<file path="config.mk">
export PLATFORM = sky130hd
export DESIGN_NAME = syscall_state_unit
export DESIGN_NICKNAME = d
export VERILOG_FILES = /design/src/rtl/sysc_pkg.sv /design/src/rtl/sysc_ctrl.sv /design/src/rtl/sysc_datapath.sv /design/src/rtl/syscall_state_unit.sv
export SDC_FILE = /design/constraint.sdc
export NUM_CORES = 1
export LEC_CHECK = 0
export BUFFER_PORTS_ARGS = -buffer_cell sky130_fd_sc_hd__buf_2
export CAP_MARGIN = 20
export CORE_AREA = 4 4 154 156
export DETAILED_ROUTE_END_ITERATION = 10
export DIE_AREA = 0 0 158 160
export GPL_ROUTABILITY_DRIVEN = 1
export SYNTH_ARGS = -nofsm -noshare
export SYNTH_HDL_FRONTEND = slang
export SYNTH_HIERARCHICAL = 1
export SYNTH_SLANG_ARGS = --single-unit
</file>
<file path="constraint.sdc">
create_clock -name clk -period 2.1 [get_ports clk]
set_input_delay 0 -clock clk [delete_from_list [all_inputs] [get_ports clk]]
set_output_delay 0 -clock clk [all_outputs]
set_load 0.005 [all_outputs]
</file>
<file path="src/rtl/sysc_pkg.sv">
`timescale 1ns/1ps
package sysc_pkg;
  localparam int ADDR_W = 64;
  localparam int MSR_W  = 64;
  localparam int LEV_W  = 7;

  // retained positions in the handler state word
  localparam int ME_POS = 12;
  localparam int S_POS  = 22;
  localparam int HV_POS = 60;

  // saved ranges of the old state word (inclusive, LSB-0)
  localparam int KEEP_A_LO = 0;
  localparam int KEEP_A_HI = 32;
  localparam int KEEP_B_LO = 37;
  localparam int KEEP_B_HI = 41;
  localparam int KEEP_C_LO = 48;
  localparam int KEEP_C_HI = 63;

  localparam logic [ADDR_W-1:0] TRAP_VECTOR = ADDR_W'(64'h0000_0000_0000_0C00);

  typedef struct packed {
    logic load;
    logic hvSet;
    logic sSet;
  } scStrobe_t;

  function automatic logic inSaveRange(input int b);
    return (b >= KEEP_A_LO && b <= KEEP_A_HI) ||
           (b >= KEEP_B_LO && b <= KEEP_B_HI) ||
           (b >= KEEP_C_LO && b <= KEEP_C_HI);
  endfunction
endpackage

</file>
<file path="src/rtl/sysc_ctrl.sv">
`timescale 1ns/1ps
module sysc_ctrl
  import sysc_pkg::*;
#(
  parameter int LW = LEV_W
) (
  input  logic          clk,
  input  logic          rstN,
  input  logic          takeSc,
  input  logic [LW-1:0] levField,
  input  logic          secureCtlEn,
  output scStrobe_t     strobes,
  output logic          done
);
  localparam logic [LW-1:0] LEV_HV  = LW'(1);
  localparam logic [LW-1:0] LEV_SEC = LW'(2);

  logic doneQ;

  always_comb begin
    strobes.load  = takeSc;
    strobes.hvSet = (levField == LEV_HV);
    strobes.sSet  = (levField == LEV_SEC) && secureCtlEn;
  end

  always_ff @(posedge clk) begin
    if (!rstN) doneQ <= 1'b0;
    else       doneQ <= takeSc;
  end

  assign done = doneQ;
endmodule

</file>
<file path="src/rtl/sysc_datapath.sv">
`timescale 1ns/1ps
module sysc_datapath
  import sysc_pkg::*;
#(
  parameter int AW = ADDR_W,
  parameter int MW = MSR_W,
  parameter logic [AW-1:0] VECTOR = TRAP_VECTOR
) (
  input  logic          clk,
  input  logic          rstN,
  input  scStrobe_t     strobes,
  input  logic [AW-1:0] curAddr,
  input  logic [MW-1:0] curMsr,
  output logic [AW-1:0] saveAddr,
  output logic [MW-1:0] saveMsr,
  output logic [MW-1:0] newMsr,
  output logic [AW-1:0] nextAddr
);
  localparam logic [AW-1:0] INSN_BYTES = AW'(4);

  logic [MW-1:0] keepMask;
  logic [MW-1:0] msrNext;
  logic [AW-1:0] saveAddrQ, nextAddrQ;
  logic [MW-1:0] saveMsrQ, newMsrQ;

  for (genvar b = 0; b < MW; b++) begin : g_mask
    assign keepMask[b] = inSaveRange(b);
  end

  always_comb begin
    msrNext         = '0;
    msrNext[ME_POS] = curMsr[ME_POS];
    msrNext[HV_POS] = curMsr[HV_POS] | strobes.hvSet;
    msrNext[S_POS]  = curMsr[S_POS] | strobes.sSet;
  end

  always_ff @(posedge clk) begin
    if (!rstN) begin
      saveAddrQ <= '0;
      saveMsrQ  <= '0;
      newMsrQ   <= '0;
      nextAddrQ <= '0;
    end else if (strobes.load) begin
      saveAddrQ <= curAddr + INSN_BYTES;
      saveMsrQ  <= curMsr & keepMask;
      newMsrQ   <= msrNext;
      nextAddrQ <= VECTOR;
    end
  end

  assign saveAddr = saveAddrQ;
  assign saveMsr  = saveMsrQ;
  assign newMsr   = newMsrQ;
  assign nextAddr = nextAddrQ;
endmodule

</file>
<file path="src/rtl/syscall_state_unit.sv">
`timescale 1ns/1ps
module syscall_state_unit
  import sysc_pkg::*;
(
  input  logic              clk,
  input  logic              rstN,
  input  logic              takeSc,
  input  logic [ADDR_W-1:0] curAddr,
  input  logic [MSR_W-1:0]  curMsr,
  input  logic [LEV_W-1:0]  levField,
  input  logic              secureCtlEn,
  output logic [ADDR_W-1:0] saveAddr,
  output logic [MSR_W-1:0]  saveMsr,
  output logic [MSR_W-1:0]  newMsr,
  output logic [ADDR_W-1:0] nextAddr,
  output logic              done
);
  scStrobe_t strobes;

  sysc_ctrl #(.LW(LEV_W)) uCtrl (
    .clk(clk), .rstN(rstN), .takeSc(takeSc), .levField(levField),
    .secureCtlEn(secureCtlEn), .strobes(strobes), .done(done)
  );

  sysc_datapath #(.AW(ADDR_W), .MW(MSR_W), .VECTOR(TRAP_VECTOR)) uDp (
    .clk(clk), .rstN(rstN), .strobes(strobes), .curAddr(curAddr),
    .curMsr(curMsr), .saveAddr(saveAddr), .saveMsr(saveMsr),
    .newMsr(newMsr), .nextAddr(nextAddr)
  );
endmodule

</file>
# [After elaboration in Yosys (flattened, before gate mapping)]
# Cells that the tools add are included.
[word_totals] ff_bits=123 out_inout_bits=257 input_bits=139 elab_cells=11
[op_classes] eq_ne=2 reduce_logical=1 addsub=1 n_bitwise=2
[ops] op="$add 64x3->64 const B" n=1
[ops] op="$eq 7x1->1 const B" n=1
[ops] op="$eq 7x2->1 const B" n=1
[ops] op="$or 1x1->1" n=2
[ops] op="$logic_and 1x1->1" n=1

# [Longest topological paths before layout]
# Gate-level depths: netlist (run 1).
[depth] ltp_word=3 mapped_depth=7 ltp_nobuf=6

# [Cells and area by module]
# The synthesis (run 1) kept the hierarchy.
[by_module_without_submodules] mod="sysc_datapath" area_each_um2=6497.5 cells_per_inst=753 seq_area_each_um2=2422.3 instances=1
[by_module_without_submodules] mod="sysc_ctrl" area_each_um2=77.6 cells_per_inst=8 seq_area_each_um2=20.0 instances=1

# [Worst setup path after synthesis (run 1)]
# OpenSTA, ideal clock, no wires.
[synth_path] path_kind="in2reg" startpoint="in curAddr[2]" endpoint="reg uDp.saveAddrQ[62], in the netlist uDp/saveAddr[62]" n_path_buf=1 arrival_time_ns=1.705 required_time_ns=2.027 path_stages=7 setup_slack_ns=0.322 setup_time_ns=0.073 cell_sequence="ha_1 -> nand3_1 -> or4_1 -> buf_2 -> or4_4 -> mux2_4 -> o211ai_2"
[synth_between] elab_chain_len=1
[synth_rtl] element="start, declared" line="syscall_state_unit.sv:8" text="input logic [ADDR_W-1:0] curAddr,"
[synth_rtl] element="$add 64x3->64" line="sysc_datapath.sv:44" text="saveAddrQ <= curAddr + INSN_BYTES;"
[synth_rtl] element="end signal, assigned" line="sysc_datapath.sv:44"
[synth_rtl] element="end, declared" line="sysc_datapath.sv:23" text="logic [AW-1:0] saveAddrQ, nextAddrQ;"
# No other way between the ends.
# A chain may end at the register's enable or synchronous reset.

# [Worst setup path after layout (run 1)]
[layout_path] startpoint="in curAddr[10]" endpoint="reg uDp.saveAddrQ[59], in the netlist uDp/saveAddr[59]"
# Same word-level chain as after synthesis.

==> results.sh, run 1 <==
export IMPL_crit_top_cell="or4_4"
export IMPL_fill_cells=2174
export IMPL_ys_async_sr_fraction_pct=0
export IMPL_die_y_um=160
export IMPL_first_pass_iters=4
export IMPL_rsz0062_at_grt="false"
export IMPL_ir_worst_vdd_mv=0.495
export IMPL_setup_tns_final_ps=0
export IMPL_crit_family="simple AND/OR/NAND/NOR gates"
export IMPL_regArea_sq_um=2440
export IMPL_synthCells=761
export IMPL_cpPeakStageDelay_ps=570
export IMPL_finalSetupViolCount=0
export IMPL_required_ps=2430
export IMPL_grt_pass1_vias=6425
export IMPL_numCtsBuffers=17
export IMPL_final_nets=1264
export IMPL_gp_congestion=0.779
export IMPL_p_total_uw=6530
export IMPL_drcViolationCount=0
export IMPL_routed_wl_mm=21.8
export IMPL_dpl_cell_count=1269
export IMPL_portBuffers=252
export IMPL_synth_avg_cell_area_sq_um=8.64
export IMPL_critPathMaxFanout=6
export IMPL_ys_flop_type="dfxtp_1"
export IMPL_grt_first_pass_wirelength_mm=33.3
export IMPL_antenna_left=0
export IMPL_cts_sinks=122
export IMPL_pwr_density_cell_nw_per_um2=688
export IMPL_timing_final_crit_share_pct=94.6
export IMPL_num_rows=55
export IMPL_insertion_delay_ps=410
export IMPL_synth_seq_cells=122
export IMPL_syn2layout_area_growth_pct=44.3
export IMPL_synth_edff_count=0
export IMPL_postPlaceCellArea_sq_um=7660
export IMPL_via_per_inst=4.43
export IMPL_antenna_found_initial=2
export IMPL_worstSetupStartpointType="input port"
export IMPL_die_area_sq_um=25300
export IMPL_cts_tree="built"
export IMPL_drt_wirelength_per_cell_um=15.3
export IMPL_crit_slowest_cell="or4_4"
export IMPL_crit_path_cell_trace="dlygate4sd3_1, buf_2, nand4_4, or4_4, or4_4, mux2_4, o211ai_2"
export IMPL_boundaryPins=396
export IMPL_synth_cell_type_count=42
export IMPL_grt_max_degree=77
export IMPL_dp_hpwl_mm=15.4
export IMPL_maxSlewHeadroom_pct=55.1
export IMPL_ys_seq_area_share_pct=37.1
export IMPL_slew_viol_final=0
export IMPL_cp_arrival_ps=2320
export IMPL_multi_input_area_sq_um=3440
export IMPL_hp_class="input port to flop"
export IMPL_cts_max_level=4
export IMPL_status="finished, final reports clean"
export IMPL_fin_skew_ps=0
export IMPL_fp_dieW_um=158
export IMPL_layout_drive_gt1_share_pct=28.5
export IMPL_path_buf_inv=2
export IMPL_p_leak_uw=0.00449
export IMPL_clk_pin_slew_ps=60
export IMPL_cp_end_kind="flop"
export IMPL_maxCapViolCount=0
export IMPL_cts_buffer_depth=2
export IMPL_overflow=0
export IMPL_drtIter0Drc=219
export IMPL_min_period_ps=1990
export IMPL_hold_violations=0
export IMPL_instances_no_fill=1423
export IMPL_post_route_cell_area_sq_um=9490
export IMPL_vias=6304
export IMPL_initial_core_util_pct=29.4
export IMPL_max_freq_ghz=0.503
export IMPL_reg2reg_slack_ps=930
export IMPL_worstMarginPinSlew_ps=673
export IMPL_cts_root_buf="clkbuf_16"
export IMPL_track_usage_pct=16.5
export IMPL_core_area_sq_um=22400
export IMPL_synth_warnings=6
export IMPL_netlist_area_sq_um=6580
export IMPL_critPathKind="input port to flop"
==> stage by stage <==
step / hold slack, ps / util [%] / worst slack (ps)
global placement: 232 / 34.3 / 162
detailed placement: 242 / 34.3 / 146
finish: 25.4 / 42.4 / 112
global route: 34.9 / 42.4 / 6.72
CTS: 9.13 / 42.3 / 23.5
floorplan: 99.0 / - / 322
==> logic make-up (layout without fill, tap and decap cells) <==
kind of cell	after synthesis	after routing	synth area share (%)
compound gates	106	106	9.10
xor+xnor	49	49	6.53
fa+ha+maj	1	1	0.190
buf+inv	187	431	18.6
flops	122	122	37.1
mux	64	64	9.97
other cells	1	134	0.0570
simple gates	231	231	18.4
==> Yosys cell counts, types with 2 or more instances <==
library cell / count / area (sq um)
buf_4: 136 / 1020
dfxtp_1: 122 / 2440
nor2_1: 87 / 327
mux2i_1: 61 / 611
o21ai_0: 46 / 230
a21oi_1: 40 / 200
clkbuf_1: 39 / 146
xnor2_1: 32 / 280
nand3_1: 26 / 130
nor4_1: 21 / 131
nand2_1: 20 / 75.1
nand4_1: 18 / 113
xor2_1: 17 / 149
a211oi_1: 15 / 113
nor3_1: 15 / 75.1
and4_1: 10 / 87.6
and3_1: 7 / 43.8
inv_1: 5 / 18.8
and2_1: 4 / 25.0
nand2b_1: 4 / 25.0
or4_1: 4 / 30.0
buf_1: 3 / 11.3
mux2_4: 3 / 45.0
o211ai_2: 3 / 37.5
or4_4: 3 / 33.8
nand4b_1: 2 / 17.5
nor3b_1: 2 / 15.0
or2_2: 2 / 12.5
==> worst min-delay path: cells and delay by family <==
kind                      cells  cell delay (ps)
AOI/OAI and AO/OA             1               80
xor gates and xnor gates      1              150
buffers and inverters         1              150
==> routing by layer <==
| layer | up-vias | track usage [%] | share of wire [%] |
|---|---|---|---|
| met5 | - | 0 | 0.055 |
| met4 | 2 | 6.82 | 3.2 |
| met3 | 38 | 5.04 | 7.2 |
| met2 | 259 | 29.0 | 50 |
| met1 | 2910 | 18.5 | 39 |
| li1 | 3095 | - | - |
==> cell usage in the layout (no fill, tap or decap), types with 17 or more instances in the layout <==
cell type / instances
dlygate4sd3_1: 120
mux2i_1: 61
nor2_1: 87
o21ai_0: 45
nand4_1: 18
nand3_1: 26
a21oi_1: 40
buf_4: 19
nor4_1: 19
nand2_1: 20
buf_2: 251
xnor2_1: 32
clkbuf_16: 17
conb_1: 133
dfxtp_1: 122
xor2_1: 17
==> final timing paths <==
kind | depth (start not counted) | from | endpoint
min reg2reg | 2 | uDp/saveAddr[5] | uDp/saveAddr[5]
min | 3 | curAddr[18] | uDp/saveAddr[18]
max | 7 | curAddr[10] | uDp/saveAddr[59]
max reg2reg | 3 | uDp/saveAddr[19] | uDp/saveAddr[19]
==> layout make-up <==
class	instances	share of cell area, %
multi-input cells	584	36.2
repair buffers	392	27.7
flip-flops and latches	122	25.7
clock buffers	17	4.48
well taps	285	3.76
clock inverters	15	1.73
inverters	7	0.277
diodes	1	0.0264
==> report_power, final <==
group | total (uW) | switching (uW) | internal, uW
combinational | 1030 | 524 | 506
sequential | 2550 | 76.2 | 2470
clock | 2950 | 1180 | 1770
total | 6530 | 1780 | 4740
==> flip-flops by register name, indices dropped and copies added, names as in the netlist <==
signal and flops:
uCtrl/done 1, uDp/newMsr 3, uDp/saveAddr 64, uDp/saveMsr 53
uDp/nextAddr 1
==> repair_timing <==
action,in CTS,in global routing
hold buffers,120,0
hold endpoints to repair,116,0
setup endpoints to repair,0,6
buffers inserted,0,1
resized for setup,0,5
(Power assumes the default switching activity.)
==> run 2, diff against run 1 <==
Clock period 2.1 ns to 2.05 ns, I/O delays scaled along.
==> results.sh, run 2 (synthesized netlist as in run 1, its figures left out) <==
export IMPL_status="finished, final reports clean"
export IMPL_grt_pass1_vias=6325
export IMPL_clk_pin_slew_ps=60
export IMPL_die_area_sq_um=25300
export IMPL_antenna_left=0
export IMPL_fp_dieW_um=158
export IMPL_numCtsBuffers=17
export IMPL_met2WireLength_mm=11.0
export IMPL_antenna_found_initial=2
export IMPL_wl_met3_mm=1.70
export IMPL_finalSetupViolCount=0
export IMPL_hold_violations=0
export IMPL_layout_common_cells="buf_2 (250), conb_1 (133), dfxtp_1 (122), dlygate4sd3_1 (116), nor2_1 (86)"
export IMPL_critPathMaxFanout=6
export IMPL_worstSetupStartpointType="input port"
export IMPL_track_usage_pct=16.8
export IMPL_rsz0062_at_grt="false"
export IMPL_fin_skew_ps=0
export IMPL_p_total_uw=6870
export IMPL_die_y_um=160
export IMPL_max_freq_ghz=0.504
export IMPL_drcViolationCount=0
export IMPL_cp_arrival_ps=2310
export IMPL_reg2reg_slack_ps=1300
export IMPL_cts_buffer_depth=2
export IMPL_grt_first_pass_wirelength_mm=34.0
export IMPL_drt_wirelength_per_cell_um=15.5
export IMPL_cts_sinks=122
export IMPL_setup_tns_final_ps=0
export IMPL_grt_max_degree=78
export IMPL_portBuffers=252
export IMPL_cts_max_level=4
export IMPL_ir_worst_vdd_mv=0.444
export IMPL_syn2layout_area_growth_pct=45.2
export IMPL_critPathKind="input port to flop"
export IMPL_num_rows=55
export IMPL_first_pass_iters=4
export IMPL_boundaryPins=396
export IMPL_timing_final_crit_share_pct=96.7
export IMPL_routedLengthMet1_mm=8.93
export IMPL_insertion_delay_ps=400
export IMPL_dp_hpwl_mm=15.5
export IMPL_pwr_density_cell_nw_per_um2=720
export IMPL_cts_root_buf="clkbuf_16"
export IMPL_cp_end_kind="flop"
export IMPL_final_nets=1267
export IMPL_via_per_inst=4.44
export IMPL_gp_congestion=0.777
export IMPL_required_ps=2380
export IMPL_routed_wl_mm=22.1
export IMPL_p_leak_uw=0.00453
export IMPL_drtIter0Drc=206
export IMPL_overflow=0
export IMPL_cts_tree="built"
export IMPL_core_area_sq_um=22400
export IMPL_maxCapViolCount=0
export IMPL_slew_viol_final=0
export IMPL_min_period_ps=1980
export IMPL_layout_drive_gt1_share_pct=29.5
export IMPL_initial_core_util_pct=29.4
export IMPL_largest_reg_flops=64
export IMPL_top_layer_used="met5"
export IMPL_hp_class="input port to flop"
export IMPL_layout_commonest_cell="buf_2"
export IMPL_vias=6336
run 2: cell types whose count changed in the layout (fill, tap and decap cells not counted), sizes merged:
| cell | delta |
|---|---|
| buf | +7 |
| dlygate4sd3 | -4 |
| clkinvlp | -2 |
| bufinv | +1 |
| inv | +1 |
run 2: per-layer routing:
metal / up-vias / global-route usage (%)
li1: 3107 / -
met1: 2930 / 19.5
met2: 266 / 29.1
met3: 31 / 5.58
met4: 2 / 5.31
met5: - / 0
run 2: where the power goes:
part           total (uW)  leakage (uW)  switching, uW  internal, uW
combinational        1060       0.00322            539           522
sequential           2610       0.00101           76.5          2530
clock                3210      0.000303           1260          1940
total                6870       0.00453           1880          4990
run 2: path summary, 6_finish.rpt:
kind / startpoint / end / cells after the start
max: curAddr[9] / uDp/saveAddr[61] / 7
min: curAddr[51] / uDp/saveAddr[51] / 3
max reg2reg: uDp/saveAddr[56] / uDp/saveAddr[56] / 2
min reg2reg: uDp/saveAddr[2] / uDp/saveAddr[2] / 2
run 2: critical path, cell delays in order:
cell           delay (ps)
dlygate4sd3_1         520
buf_2                 160
nand4_4               140
or4_4                 570
or4_4                 520
mux2_4                330
o211ai_2               70
run 2: area by class of cell:
cell class                      instances  area [sq um]
Antenna cell                            1          2.50
Clock buffer                           17           425
Clock inverter                         15           188
Fill cell                            2132         12800
Inverter                                7          26.3
Multi-Input combinational cell        584          3450
Sequential cell                       122          2440
Tap cell                              285           357
Timing Repair Buffer                  395          2660
run 2: what timing repair did:
item,in CTS,in global routing
hold endpoints to repair,111,0
gates resized for setup,0,10
buffers inserted,0,3
hold buffers,116,0
setup endpoints to repair,0,10
run 2: through the flow:
stage	area (sq um)	hold WS [ps]	util, %	setup slack [ps]	std cells
2_1_floorplan	7070	99.0	-	272	893
3_3_place_gp	7710	231	34.5	118	1274
3_5_place_dp	7710	243	34.5	87.9	1274
4_1_cts	9490	0.935	42.4	9.33	1422
5_1_grt	9550	20.8	42.7	1.11	1426
6_report	9550	21.5	42.7	66.7	1426
